==> src/rtl/spi_seg_pkg.sv <==
package spi_seg_pkg;

  typedef enum logic [2:0] {
    ST_IDLE,
    ST_SETUP,
    ST_NEXT,
    ST_LOW,
    ST_HIGH,
    ST_HOLD,
    ST_DONE
  } seg_state_t;

  localparam logic [15:0] STS_OK      = 16'h0000;
  localparam logic [15:0] STS_TIMEOUT = 16'h0001;
  localparam logic [15:0] STS_WR_BAD  = 16'h0003;
  localparam logic [15:0] STS_RD_BAD  = 16'h0004;

  // Count screening: read limit is checked before write limit.
  function automatic logic [15:0] count_status(input logic [31:0] wr, input logic [31:0] rd,
                                               input logic [31:0] max_wr, input logic [31:0] max_rd);
    if (rd > max_rd) return STS_RD_BAD;
    if (wr > max_wr) return STS_WR_BAD;
    return STS_OK;
  endfunction

endpackage

==> src/rtl/spi_seg_halfper.sv <==
module spi_seg_halfper #(
  parameter int DIV_W = 8
) (
  input  logic             clk,
  input  logic             rst_n,
  input  logic             run,
  input  logic [DIV_W-1:0] div,
  output logic             tick
);
  logic [DIV_W-1:0] cnt;

  assign tick = run && (cnt == div);

  always_ff @(posedge clk or negedge rst_n) begin
    if (!rst_n)             cnt <= '0;
    else if (!run || tick)  cnt <= '0;
    else                    cnt <= cnt + DIV_W'(1);
  end
endmodule

==> src/rtl/spi_seg_tmo.sv <==
module spi_seg_tmo #(
  parameter int TMO_W = 16
) (
  input  logic             clk,
  input  logic             rst_n,
  input  logic             clear,
  input  logic             run,
  input  logic [TMO_W-1:0] limit,
  output logic             expired
);
  logic [TMO_W-1:0] cnt;

  assign expired = run && (limit != '0) && (cnt >= limit);

  always_ff @(posedge clk or negedge rst_n) begin
    if (!rst_n)                     cnt <= '0;
    else if (clear)                 cnt <= '0;
    else if (run && (cnt != '1))    cnt <= cnt + TMO_W'(1);
  end
endmodule

==> src/rtl/spi_seg_shreg.sv <==
module spi_seg_shreg (
  input  logic       clk,
  input  logic       rst_n,
  input  logic       load,
  input  logic [7:0] load_byte,
  input  logic       sample,
  input  logic       shift,
  input  logic       miso,
  output logic       mosi,
  output logic [7:0] next_byte
);
  logic [7:0] sreg;
  logic       samp;

  assign mosi      = sreg[7];
  assign next_byte = {sreg[6:0], samp};

  always_ff @(posedge clk or negedge rst_n) begin
    if (!rst_n) begin
      sreg <= '0;
      samp <= 1'b0;
    end else begin
      if (load)        sreg <= load_byte;
      else if (shift)  sreg <= next_byte;
      if (sample)      samp <= miso;
    end
  end
endmodule

==> src/rtl/spi_seg_master.sv <==
module spi_seg_master
  import spi_seg_pkg::*;
#(
  parameter int DIV_W  = 8,
  parameter int CNT_W  = 7,
  parameter int TMO_W  = 16,
  parameter int MAX_WR = 60,
  parameter int MAX_RD = 60
) (
  input  logic             clk,
  input  logic             rst_n,
  input  logic [DIV_W-1:0] half_div,
  input  logic [TMO_W-1:0] tmo_limit,
  input  logic             cmd_valid,
  output logic             cmd_ready,
  input  logic [CNT_W-1:0] cmd_wr_cnt,
  input  logic [CNT_W-1:0] cmd_rd_cnt,
  input  logic             cmd_last,
  input  logic [7:0]       wr_data,
  input  logic             wr_valid,
  output logic             wr_ready,
  output logic [7:0]       rd_data,
  output logic             rd_valid,
  input  logic             rd_ready,
  output logic             done,
  output logic [15:0]      status,
  output logic             spi_cs_n,
  output logic             spi_sclk,
  output logic             spi_mosi,
  input  logic             spi_miso
);
  localparam logic [2:0] LAST_BIT = 3'd7;

  seg_state_t       state;
  logic [CNT_W-1:0] wr_left, rd_left;
  logic [2:0]       bit_idx;
  logic             last_q, cs_q, sclk_q, reading_q;
  logic [15:0]      status_q;
  logic [7:0]       rd_data_q;
  logic             rd_valid_q;

  // Named internal events
  logic        accept, busy, phase_run, tick, tmo_hit;
  logic        load_wr, start_rd, rd_room, byte_end, rd_push;
  logic        rise_now, fall_now, mosi_bit;
  logic [7:0]  shifted;
  logic [15:0] chk;

  assign cmd_ready = (state == ST_IDLE);
  assign accept    = cmd_valid && cmd_ready;
  assign chk       = count_status(32'(cmd_wr_cnt), 32'(cmd_rd_cnt), 32'(MAX_WR), 32'(MAX_RD));
  assign busy      = (state == ST_SETUP) || (state == ST_NEXT) || (state == ST_LOW) ||
                     (state == ST_HIGH) || (state == ST_HOLD);
  assign phase_run = (state == ST_SETUP) || (state == ST_LOW) || (state == ST_HIGH) ||
                     (state == ST_HOLD);

  assign wr_ready = (state == ST_NEXT) && (wr_left != '0) && !tmo_hit;
  assign load_wr  = wr_ready && wr_valid;
  assign rd_room  = !rd_valid_q || rd_ready;
  assign start_rd = (state == ST_NEXT) && (wr_left == '0) && (rd_left != '0) && rd_room && !tmo_hit;
  assign rise_now = (state == ST_LOW) && tick && !tmo_hit;
  assign fall_now = (state == ST_HIGH) && tick && !tmo_hit;
  assign byte_end = fall_now && (bit_idx == LAST_BIT);
  assign rd_push  = byte_end && reading_q;

  spi_seg_halfper #(.DIV_W(DIV_W)) u_half (
    .clk(clk), .rst_n(rst_n), .run(phase_run), .div(half_div), .tick(tick));

  spi_seg_tmo #(.TMO_W(TMO_W)) u_tmo (
    .clk(clk), .rst_n(rst_n), .clear(accept), .run(busy), .limit(tmo_limit), .expired(tmo_hit));

  spi_seg_shreg u_shreg (
    .clk(clk), .rst_n(rst_n), .load(load_wr || start_rd),
    .load_byte(load_wr ? wr_data : 8'h00), .sample(rise_now), .shift(fall_now),
    .miso(spi_miso), .mosi(mosi_bit), .next_byte(shifted));

  always_ff @(posedge clk or negedge rst_n) begin
    if (!rst_n) begin
      state     <= ST_IDLE;
      wr_left   <= '0;
      rd_left   <= '0;
      bit_idx   <= '0;
      last_q    <= 1'b0;
      cs_q      <= 1'b0;
      sclk_q    <= 1'b0;
      reading_q <= 1'b0;
      status_q  <= STS_OK;
    end else if (tmo_hit) begin
      cs_q     <= 1'b0;
      sclk_q   <= 1'b0;
      status_q <= STS_TIMEOUT;
      state    <= ST_DONE;
    end else begin
      case (state)
        ST_IDLE: if (accept) begin
          last_q   <= cmd_last;
          wr_left  <= cmd_wr_cnt;
          rd_left  <= cmd_rd_cnt;
          status_q <= chk;
          if (chk != STS_OK) begin
            cs_q  <= 1'b0;
            state <= ST_DONE;
          end else if ((cmd_wr_cnt == '0) && (cmd_rd_cnt == '0)) begin
            state <= (cmd_last && cs_q) ? ST_HOLD : ST_DONE;
          end else if (!cs_q) begin
            cs_q  <= 1'b1;
            state <= ST_SETUP;
          end else begin
            state <= ST_NEXT;
          end
        end
        ST_SETUP: if (tick) state <= ST_NEXT;
        ST_NEXT: begin
          if (load_wr) begin
            wr_left   <= wr_left - CNT_W'(1);
            reading_q <= 1'b0;
            bit_idx   <= '0;
            state     <= ST_LOW;
          end else if (start_rd) begin
            rd_left   <= rd_left - CNT_W'(1);
            reading_q <= 1'b1;
            bit_idx   <= '0;
            state     <= ST_LOW;
          end else if ((wr_left == '0) && (rd_left == '0)) begin
            state <= last_q ? ST_HOLD : ST_DONE;
          end
        end
        ST_LOW: if (tick) begin
          sclk_q <= 1'b1;
          state  <= ST_HIGH;
        end
        ST_HIGH: if (tick) begin
          sclk_q <= 1'b0;
          if (bit_idx == LAST_BIT) state <= ST_NEXT;
          else begin
            bit_idx <= bit_idx + 3'd1;
            state   <= ST_LOW;
          end
        end
        ST_HOLD: if (tick) begin
          cs_q  <= 1'b0;
          state <= ST_DONE;
        end
        default: state <= ST_IDLE;
      endcase
    end
  end

  always_ff @(posedge clk or negedge rst_n) begin
    if (!rst_n) begin
      rd_valid_q <= 1'b0;
      rd_data_q  <= '0;
    end else if (rd_push) begin
      rd_valid_q <= 1'b1;
      rd_data_q  <= shifted;
    end else if (rd_ready) begin
      rd_valid_q <= 1'b0;
    end
  end

  assign rd_data  = rd_data_q;
  assign rd_valid = rd_valid_q;
  assign done     = (state == ST_DONE);
  assign status   = status_q;
  assign spi_cs_n = !cs_q;
  assign spi_sclk = sclk_q;
  assign spi_mosi = cs_q && mosi_bit && !reading_q;

  // Read bytes complete only after the write count of the piece is used up.
  a_r1_reads_after_writes: assert property (@(posedge clk) disable iff (!rst_n)
    rd_push |-> (wr_left == '0));

  a_r2_cs_kept_between: assert property (@(posedge clk) disable iff (!rst_n)
    (done && !last_q && (status_q == STS_OK) && ($past(state) != ST_IDLE)) |-> cs_q);

  a_r3_stall_quiet: assert property (@(posedge clk) disable iff (!rst_n)
    (state == ST_NEXT) |-> (!sclk_q && cs_q));

  a_r5_sclk_idle_low: assert property (@(posedge clk) disable iff (!rst_n)
    !cs_q |-> !sclk_q);

  a_r5_sclk_on_tick: assert property (@(posedge clk) disable iff (!rst_n)
    (sclk_q != $past(sclk_q)) |-> ($past(tick) || $past(tmo_hit)));

  a_r7_error_releases: assert property (@(posedge clk) disable iff (!rst_n)
    (done && (status_q != STS_OK)) |-> !cs_q);

  a_r8_timeout_ends: assert property (@(posedge clk) disable iff (!rst_n)
    tmo_hit |=> (done && (status_q == STS_TIMEOUT)));

  a_r10_rd_hold: assert property (@(posedge clk) disable iff (!rst_n)
    (rd_valid_q && !rd_ready) |=> (rd_valid_q && $stable(rd_data_q)));

  a_r10_no_overwrite: assert property (@(posedge clk) disable iff (!rst_n)
    rd_push |-> rd_room);
endmodule

==> config.mk <==
export PLATFORM = sky130hd
export DESIGN_NAME = spi_seg_master
export DESIGN_NICKNAME = d
export VERILOG_FILES = /design/src/rtl/spi_seg_pkg.sv /design/src/rtl/spi_seg_halfper.sv /design/src/rtl/spi_seg_tmo.sv /design/src/rtl/spi_seg_shreg.sv /design/src/rtl/spi_seg_master.sv
export SDC_FILE = /design/constraint.sdc
export NUM_CORES = 1
export LEC_CHECK = 0
export BUFFER_PORTS_ARGS = -buffer_cell sky130_fd_sc_hd__buf_2
export CAP_MARGIN = 20
export CORE_UTILIZATION = 40
export CTS_CLUSTER_SIZE = 20
export DETAILED_ROUTE_END_ITERATION = 10
export PLACE_DENSITY = 0.7
export SETUP_SLACK_MARGIN = 0.02
export SLEW_MARGIN = 10
export SYNTH_ARGS = -nofsm -noshare
export SYNTH_HDL_FRONTEND = slang
export SYNTH_SLANG_ARGS = --single-unit
==> constraint.sdc <==
create_clock -name clk -period 6.25 [get_ports clk]
set_input_delay 1.25 -clock clk [delete_from_list [all_inputs] [get_ports clk]]
set_output_delay 1.25 -clock clk [all_outputs]
set_load 0.02 [all_outputs]
==> metrics.txt, run 1 <==
# TYPE chip_impl_metric gauge
chip_impl_metric{name="timing_hold_violations_final",unit=""} 0
chip_impl_metric{name="top_level_ports",unit=""} 84
chip_impl_metric{name="cts-resized-gates",unit=""} 0
chip_impl_metric{name="total_power",unit="mW"} 1.92
chip_impl_metric{name="wire_per_inst",unit="um"} 15.5
chip_impl_info{name="worstSetupStartpointType",value="input pin"} 1
chip_impl_metric{name="pwr_density_cell",unit="nW/um2"} 381
chip_impl_metric{name="design.final.nets",unit=""} 619
chip_impl_metric{name="power.leakage",unit="nW"} 2.45
chip_impl_info{name="run_status",value="finished, final reports clean"} 1
chip_impl_metric{name="achievable-frequency",unit="MHz"} 217
chip_impl_metric{name="post_layout_nonfiller_instances",unit=""} 684
chip_impl_info{name="crit-reg2reg-capture",value="rd_data[0]"} 1
chip_impl_metric{name="synth.ff_latch_count",unit=""} 69
chip_impl_metric{name="ys_seq_area_share",unit="%"} 39.5
chip_impl_metric{name="flop2flop_setup_slack",unit="ps"} 2960
chip_impl_metric{name="hpwl",unit="mm"} 7.61
chip_impl_metric{name="power.share.sequential",unit="%"} 37.6
chip_impl_metric{name="setup_viol_count_final",unit=""} 0
chip_impl_metric{name="cts-htree-levels",unit=""} 3
chip_impl_metric{name="port_buffers",unit=""} 70
chip_impl_info{name="grt_setup_unrepaired",value="false"} 1
chip_impl_metric{name="worst-endpoint-arrival",unit="ps"} 3350
chip_impl_metric{name="die_x",unit="um"} 107
chip_impl_info{name="hold_critical_path_endpoint",value="rd_data[1]"} 1
chip_impl_metric{name="drcViolationCount",unit=""} 0
chip_impl_metric{name="netlist.area_leader.share",unit="%"} 39.5
chip_impl_metric{name="dr.first_iter.drc_count",unit=""} 144
chip_impl_metric{name="via_count",unit=""} 3780
chip_impl_metric{name="insertion_delay",unit="ps"} 350
chip_impl_metric{name="p_sw_share",unit="%"} 41.2
chip_impl_metric{name="numPlacedInstances",unit=""} 668
chip_impl_metric{name="avgSynthCellArea",unit="um2"} 9.16
chip_impl_metric{name="power_report.internal_total",unit="mW"} 1.13
chip_impl_metric{name="synth.distinct_cells",unit=""} 64
chip_impl_info{name="endpoint_kind",value="primary output"} 1
chip_impl_metric{name="floorplan.die_area",unit="um2"} 11400
chip_impl_metric{name="timing.final.max_slew_violations",unit=""} 0
chip_impl_info{name="synthDominantAreaCellType",value="dfrtp_1"} 1
chip_impl_metric{name="hold_depth",unit=""} 1
chip_impl_metric{name="clock_sink_count",unit=""} 69
chip_impl_metric{name="syn-cell-area",unit="um2"} 4380
chip_impl_metric{name="clock_path_buffers",unit=""} 2
chip_impl_metric{name="min_cycle_time_layout",unit="ps"} 4600
chip_impl_info{name="synthFlopType",value="dfrtp_1"} 1
chip_impl_metric{name="max_slew_headroom_at_the_worst_pin",unit="%"} 36.4
chip_impl_metric{name="clk_pin_slew",unit="ps"} 80
chip_impl_metric{name="place.gp.congestion",unit=""} 0.837
chip_impl_metric{name="number_of_inserted_diodes",unit=""} 0
chip_impl_metric{name="power.share.clock",unit="%"} 22.4
chip_impl_metric{name="cp_max_fo",unit=""} 20
chip_impl_metric{name="detailed_place.area",unit="um2"} 4800
chip_impl_metric{name="first_global_vias",unit=""} 3710
chip_impl_info{name="worst_r2r_startpoint",value="u_tmo.cnt[1]"} 1
chip_impl_metric{name="filler_cell_count",unit=""} 1044
chip_impl_metric{name="globalRoute.totalOverflow",unit=""} 0
chip_impl_info{name="clock-root-buffer",value="clkbuf_8"} 1
chip_impl_metric{name="num_rows",unit=""} 37
chip_impl_metric{name="antenna_violating_nets_post_route",unit=""} 0
chip_impl_metric{name="global_route.usage.total",unit="%"} 19.8
chip_impl_metric{name="post_route_cells_drive_above_1_share",unit="%"} 21.5
chip_impl_metric{name="comb_power_share",unit="%"} 39.9
chip_impl_metric{name="ys.warnings.count",unit=""} 0
chip_impl_metric{name="async_flop_share",unit="%"} 100
chip_impl_metric{name="final_design_area_no_fill",unit="um2"} 5030
chip_impl_metric{name="synth_enable_flop_cells",unit=""} 0
chip_impl_metric{name="postCtsSetupRepairBufs",unit=""} 0
chip_impl_metric{name="fin_worst_skew",unit="ps"} 14.7
chip_impl_info{name="hold_class",value="register to register"} 1
chip_impl_metric{name="pin_count_of_the_biggest_net_entering_global_routing",unit=""} 70
chip_impl_metric{name="netlist_instances",unit=""} 478
chip_impl_metric{name="fin_hold_ws",unit="ps"} 513
chip_impl_metric{name="grt_first_pass_wirelength",unit="mm"} 17.8
chip_impl_metric{name="ctsHoldBuffers",unit=""} 0
chip_impl_metric{name="antenna_found_initial",unit=""} 0
chip_impl_info{name="tritoncts_clock_tree",value="yes"} 1
chip_impl_info{name="yosysMostFrequentCell",value="dfrtp_1"} 1
chip_impl_metric{name="worst_r2r_path_depth",unit=""} 7
chip_impl_metric{name="initial_util",unit="%"} 41.8
chip_impl_metric{name="drtPass1Iterations",unit=""} 5
chip_impl_metric{name="critical_path_required",unit="ps"} 5000
chip_impl_metric{name="tns",unit="ps"} 0
chip_impl_metric{name="max-vdd-ir-drop",unit="uV"} 156
chip_impl_metric{name="syn_to_final_growth",unit="%"} 14.8
chip_impl_metric{name="ratio_of_final_minimum_period_to_clock_period",unit="%"} 73.7
chip_impl_metric{name="detail_route.vias_per_cell",unit=""} 5.53
chip_impl_info{name="min_from",value="rd_data[1]"} 1
chip_impl_metric{name="measured_slew_at_the_worst_slew_check_pin",unit="ps"} 954
chip_impl_metric{name="core-area",unit="um2"} 10500
chip_impl_info{name="netlist_top_cells_count",value="69 x dfrtp_1, 40 x nor2_1, 32 x nand2_1, 28 x inv_1, 26 x a21oi_1"} 1
chip_impl_metric{name="power_switching",unit="uW"} 789
chip_impl_metric{name="maxCapViolations",unit=""} 0
chip_impl_metric{name="cts_inserted_buffers",unit=""} 9
chip_impl_metric{name="postRouteWirelength",unit="mm"} 10.6
chip_impl_info{name="yosys-top-cells-area",value="dfrtp_1 39%, ha_1 6.6%, nor2_1 3.4%, mux2_2 3.3%, a21oi_1 3.0%"} 1
chip_impl_metric{name="die_y",unit="um"} 107
chip_impl_info{name="worst-setup-path-type",value="input pin to primary output"} 1
## layout by cell type, fill, tap and decap left out, drive strengths merged, types with 3 or more instances in the layout
master | netlist | layout
nor3 | 7 | 7
ha | 23 | 23
buf | 15 | 73
nand2b | 16 | 16
o31ai | 6 | 6
o22ai | 3 | 3
nand3 | 20 | 20
nand4 | 11 | 11
conb | 1 | 13
nand2 | 33 | 33
mux2 | 13 | 13
nor2b | 5 | 5
a21oi | 27 | 27
or3 | 3 | 3
xor2 | 13 | 13
dfrtp | 69 | 69
clkbuf | 16 | 9
mux2i | 3 | 3
or2 | 3 | 3
a31oi | 5 | 5
and3 | 8 | 8
o21ai | 25 | 25
nor4 | 10 | 10
inv | 28 | 32
a22oi | 12 | 12
nor2 | 41 | 41
xnor2 | 14 | 14
nor3b | 3 | 3
a2bb2oi | 9 | 9
and4 | 5 | 5
## worst max-delay path by stage
stage,startpoint,cells after the start,slack (ps),endpoint
2_1_floorplan,tmo_limit[1],9,1680,wr_ready
3_3_place_gp,tmo_limit[1],10,1780,wr_ready
3_5_place_dp,tmo_limit[1],10,1730,wr_ready
4_1_cts,tmo_limit[1],10,1720,wr_ready
5_1_grt,tmo_limit[1],10,1490,wr_ready
6_report,tmo_limit[1],10,1650,wr_ready
## critical path: stages
cell	delay (ps)
buf_2	90
inv_1	40
ha_1	300
nor2b_1	140
o211a_1	190
o311ai_0	490
a31oi_1	160
buf_4	240
nor3_1	230
buf_2	220
## logic make-up (layout without fill, tap and decap cells)
logic type | Yosys count | after routing | share of synthesized area [%]
and+or+nand+nor | 173 | 173 | 21.1
AOI/OAI and AO/OA | 110 | 110 | 17.2
DFF | 69 | 69 | 39.5
buffers and inverters | 59 | 117 | 6.23
xor gates and xnor gates | 27 | 27 | 5.40
adders and majority gates | 23 | 23 | 6.58
muxes | 16 | 16 | 4.03
other | 1 | 13 | 0.0857
## layout make-up
cell class | instances | area [um2] | share of cell area (%)
clock inverters | 7 | 105 | 2.09
clock buffers | 9 | 124 | 2.46
repair buffers | 73 | 373 | 7.42
multi-input cells | 362 | 2420 | 48.2
well taps | 136 | 170 | 3.39
inverters | 28 | 105 | 2.09
flip-flops and latches | 69 | 1730 | 34.4
## per-stage QoR
stage | util, % | worst slack, ps
2_1_floorplan | - | 1680
3_3_place_gp | 45.9 | 1780
3_5_place_dp | 45.9 | 1730
4_1_cts | 48.0 | 1720
5_1_grt | 48.0 | 1490
6_report | 48.0 | 1650
## state kept, by name (all words and copies together) (netlist names)
signal and count:
u_tmo.cnt 16, rd_data 8, u_half.cnt 8, u_shreg.sreg 8, rd_left 7, wr_left 7
bit_idx 3, state 3, status 3, cs_q 1, last_q 1, rd_valid 1
reading_q 1, spi_sclk 1, u_shreg.samp 1
## layer usage
layer / routed length [um] / vias to the layer above / track usage (%)
li1: - / 1832 / -
met1: 4910 / 1831 / 26.6
met2: 4950 / 106 / 31.3
met3: 621 / 11 / 5.65
met4: 122 / 0 / 4.79
met5: 0 / - / 0
## power groups by stage
| stage | clock, mW | combinational [mW] | sequential [mW] |
|---|---|---|---|
| after global placement | 0 | 0.738 | 0.722 |
| after detailed placement | 0 | 0.764 | 0.727 |
| after global routing | 0.460 | 0.861 | 0.747 |
| after CTS | 0.442 | 0.767 | 0.719 |
| final | 0.430 | 0.765 | 0.720 |
| after floorplan | 0 | 0.619 | 0.673 |
(Power assumes the default switching activity.)
==> run 2, diff against run 1 <==
- ABC_AREA: unset -> 1
- clock period: 6.25 -> 4.3 ns (I/O delays scaled with it)
==> metrics.txt, run 2 <==
# TYPE chip_impl_metric gauge
chip_impl_info{name="grt_setup_unrepaired",value="false"} 1
chip_impl_info{name="largest-register",value="u_tmo.cnt"} 1
chip_impl_metric{name="number_of_inserted_diodes",unit=""} 0
chip_impl_metric{name="top_level_ports",unit=""} 84
chip_impl_metric{name="drtPass1Iterations",unit=""} 5
chip_impl_metric{name="hpwl",unit="mm"} 7.86
chip_impl_metric{name="syn_to_final_growth",unit="%"} 15.2
chip_impl_metric{name="measured_slew_at_the_worst_slew_check_pin",unit="ps"} 641
chip_impl_metric{name="dr.first_iter.drc_count",unit=""} 252
chip_impl_metric{name="critical_path_required",unit="ps"} 3440
chip_impl_info{name="netlist_top_cells_count",value="137 x nand2_1, 99 x inv_1, 69 x dfrtp_1, 51 x nor2_1, 47 x o21ai_0"} 1
chip_impl_info{name="most_frequent_standard_cell_in_the_layout_excluding_fill_and_tap_cells",value="nand2_1"} 1
chip_impl_metric{name="port_buffers",unit=""} 70
chip_impl_metric{name="total_power",unit="mW"} 3.01
chip_impl_metric{name="detail_route.vias_per_cell",unit=""} 4.95
chip_impl_metric{name="cts_inserted_buffers",unit=""} 9
chip_impl_metric{name="fin_worst_skew",unit="ps"} 3.58
chip_impl_metric{name="ratio_of_final_minimum_period_to_clock_period",unit="%"} 80.7
chip_impl_metric{name="async_flop_share",unit="%"} 100
chip_impl_info{name="tritoncts_clock_tree",value="yes"} 1
chip_impl_metric{name="worst-endpoint-arrival",unit="ps"} 2610
chip_impl_metric{name="synth.distinct_cells",unit=""} 41
chip_impl_info{name="run_status",value="finished, final reports clean"} 1
chip_impl_metric{name="postRouteWirelength",unit="mm"} 10.2
chip_impl_info{name="worstSetupStartpointType",value="input pin"} 1
chip_impl_metric{name="tns",unit="ps"} 0
chip_impl_metric{name="ys_seq_area_share",unit="%"} 37.4
chip_impl_metric{name="syn-cell-area",unit="um2"} 4620
chip_impl_metric{name="grt_first_pass_wirelength",unit="mm"} 17.3
chip_impl_metric{name="drcViolationCount",unit=""} 0
chip_impl_metric{name="postCtsSetupRepairBufs",unit=""} 0
chip_impl_metric{name="clock_sink_count",unit=""} 69
chip_impl_info{name="hold_class",value="input pin to asynchronous set/reset pin"} 1
chip_impl_metric{name="die_y",unit="um"} 109
chip_impl_metric{name="achievable-frequency",unit="MHz"} 288
chip_impl_metric{name="pin_count_of_the_biggest_net_entering_global_routing",unit=""} 50
chip_impl_metric{name="fin_hold_ws",unit="ps"} 470
chip_impl_metric{name="netlist.area_leader.share",unit="%"} 37.4
chip_impl_metric{name="cts-resized-gates",unit=""} 0
chip_impl_metric{name="core-area",unit="um2"} 11000
chip_impl_metric{name="postLayoutCoreUtil",unit="%"} 48.3
chip_impl_metric{name="max-vdd-ir-drop",unit="uV"} 250
chip_impl_metric{name="power.leakage",unit="nW"} 2.77
chip_impl_info{name="clock-root-buffer",value="clkbuf_16"} 1
chip_impl_metric{name="globalRoute.totalOverflow",unit=""} 0
chip_impl_metric{name="pwr_density_cell",unit="nW/um2"} 566
chip_impl_metric{name="setup_viol_count_final",unit=""} 0
chip_impl_metric{name="wire_per_inst",unit="um"} 12.1
chip_impl_metric{name="global_route.usage.total",unit="%"} 18.4
chip_impl_metric{name="synth_enable_flop_cells",unit=""} 0
chip_impl_info{name="endpoint_kind",value="primary output"} 1
chip_impl_metric{name="ys.warnings.count",unit=""} 0
chip_impl_metric{name="maxCapViolations",unit=""} 0
chip_impl_metric{name="design.final.nets",unit=""} 771
chip_impl_metric{name="max_slew_headroom_at_the_worst_pin",unit="%"} 57.3
chip_impl_metric{name="antenna_violating_nets_post_route",unit=""} 0
chip_impl_metric{name="initial_util",unit="%"} 41.9
chip_impl_metric{name="netlist_instances",unit=""} 624
chip_impl_metric{name="post_route_cells_drive_above_1_share",unit="%"} 19.6
chip_impl_metric{name="largest_register_ff_count",unit=""} 16
chip_impl_metric{name="synth.ff_latch_count",unit=""} 69
chip_impl_info{name="synthFlopType",value="dfrtp_1"} 1
chip_impl_metric{name="avgSynthCellArea",unit="um2"} 7.41
chip_impl_metric{name="timing.final.max_slew_violations",unit=""} 0
chip_impl_metric{name="ctsHoldBuffers",unit=""} 0
chip_impl_metric{name="numPlacedInstances",unit=""} 824
chip_impl_metric{name="floorplan.die_area",unit="um2"} 12000
chip_impl_metric{name="cts-htree-levels",unit=""} 3
chip_impl_metric{name="num_rows",unit=""} 38
chip_impl_info{name="worst-setup-path-type",value="input pin to primary output"} 1
chip_impl_metric{name="clk_pin_slew",unit="ps"} 60
chip_impl_metric{name="via_count",unit=""} 4156
chip_impl_info{name="yosysMostFrequentCell",value="nand2_1"} 1
chip_impl_info{name="yosys-top-cells-area",value="dfrtp_1 37%, nand2_1 11%, inv_1 8.0%, ha_1 6.2%, o21ai_0 5.1%"} 1
chip_impl_metric{name="clock_path_buffers",unit=""} 2
chip_impl_metric{name="die_x",unit="um"} 109
chip_impl_metric{name="insertion_delay",unit="ps"} 330
chip_impl_metric{name="post_layout_nonfiller_instances",unit=""} 840
chip_impl_metric{name="timing_hold_violations_final",unit=""} 0
chip_impl_metric{name="min_cycle_time_layout",unit="ps"} 3470
chip_impl_metric{name="place.gp.congestion",unit=""} 0.827
chip_impl_info{name="synthDominantAreaCellType",value="dfrtp_1"} 1
chip_impl_info{name="layout_common_cells",value="137 x nand2_1, 99 x inv_1, 70 x buf_2"} 1
chip_impl_metric{name="antenna_found_initial",unit=""} 0
chip_impl_metric{name="cp_max_fo",unit=""} 10
chip_impl_metric{name="first_global_vias",unit=""} 3935
-- run 2: cell types whose count changed in the layout (fill, tap and decap cells not counted), moves of 11 or more --
cell      previous run  this run
o21ai_2              0        15
o21ai_0             25        47
mux2_2              13         0
nand3_1             19        31
nand2_1             32       137
nor2_1              40        51
o21ai_1              0        16
inv_1               28        99
nand2b_1            16         0
a22oi_1             12         0
-- run 2: cell type report --
class                   instances  area [um2]
multi-input cells             438        2380
well taps                     140         175
flip-flops and latches         69        1730
repair buffers                 71         358
clock buffers                  11         253
inverters                     106         400
clock inverters                 5        35.0
fillers                      1107        5710
-- run 2: where the power goes --
part,total (mW),internal [mW],switching [mW]
sequential,0.977,0.832,0.145
combinational,1.33,0.446,0.885
clock,0.704,0.421,0.282
total,3.01,1.70,1.31
-- run 2: worst max-delay path, stage by stage --
cell,delay [ps]
buf_2,80
inv_1,50
ha_1,310
nand2_1,80
inv_1,40
nand2_1,70
nor2_1,50
nor2_1,80
nand2_1,80
nand2_1,60
nand2_1,80
nand2_4,160
inv_2,90
nor2_2,290
buf_2,240
-- run 2: path summary, 6_finish.rpt --
kind	start	to	slack (ps)	depth (start not counted)
worst max-delay path	tmo_limit[5]	wr_ready	830	15
worst min-delay path	rst_n	rd_data[5]	470	1
worst max register to register	state[0]	bit_idx[1]	1770	12
worst min register to register	rd_data[3]	rd_data[3]	480	2
max in group asynchronous	rst_n	state[0]	2820	2
min in group clk	rd_data[3]	rd_data[3]	480	2
-- run 2: cells by family after synthesis --
| logic type | after synthesis | share of synthesized area, % |
|---|---|---|
| simple gates | 274 | 27.5 |
| fa+ha+maj | 23 | 6.23 |
| compound gates | 118 | 14.8 |
| other cells | 1 | 0.0811 |
| buf+inv | 129 | 12.2 |
| xor+xnor | 10 | 1.89 |
| flops | 69 | 37.4 |
-- run 2: routing by layer --
layer,track usage [%],share of wire (%),vias to the layer above
li1,-,-,2117
met1,23.2,44,1934
met2,30.6,49,83
met3,4.45,4.6,22
met4,6.57,2.5,0
met5,0,0,-
-- run 2: stage by stage --
step	cell area (um2)	worst slack [ps]
after floorplan	4670	1280
after global placement	5040	891
after detailed placement	5040	831
after CTS	5320	811
after global routing	5320	597
final	5320	831
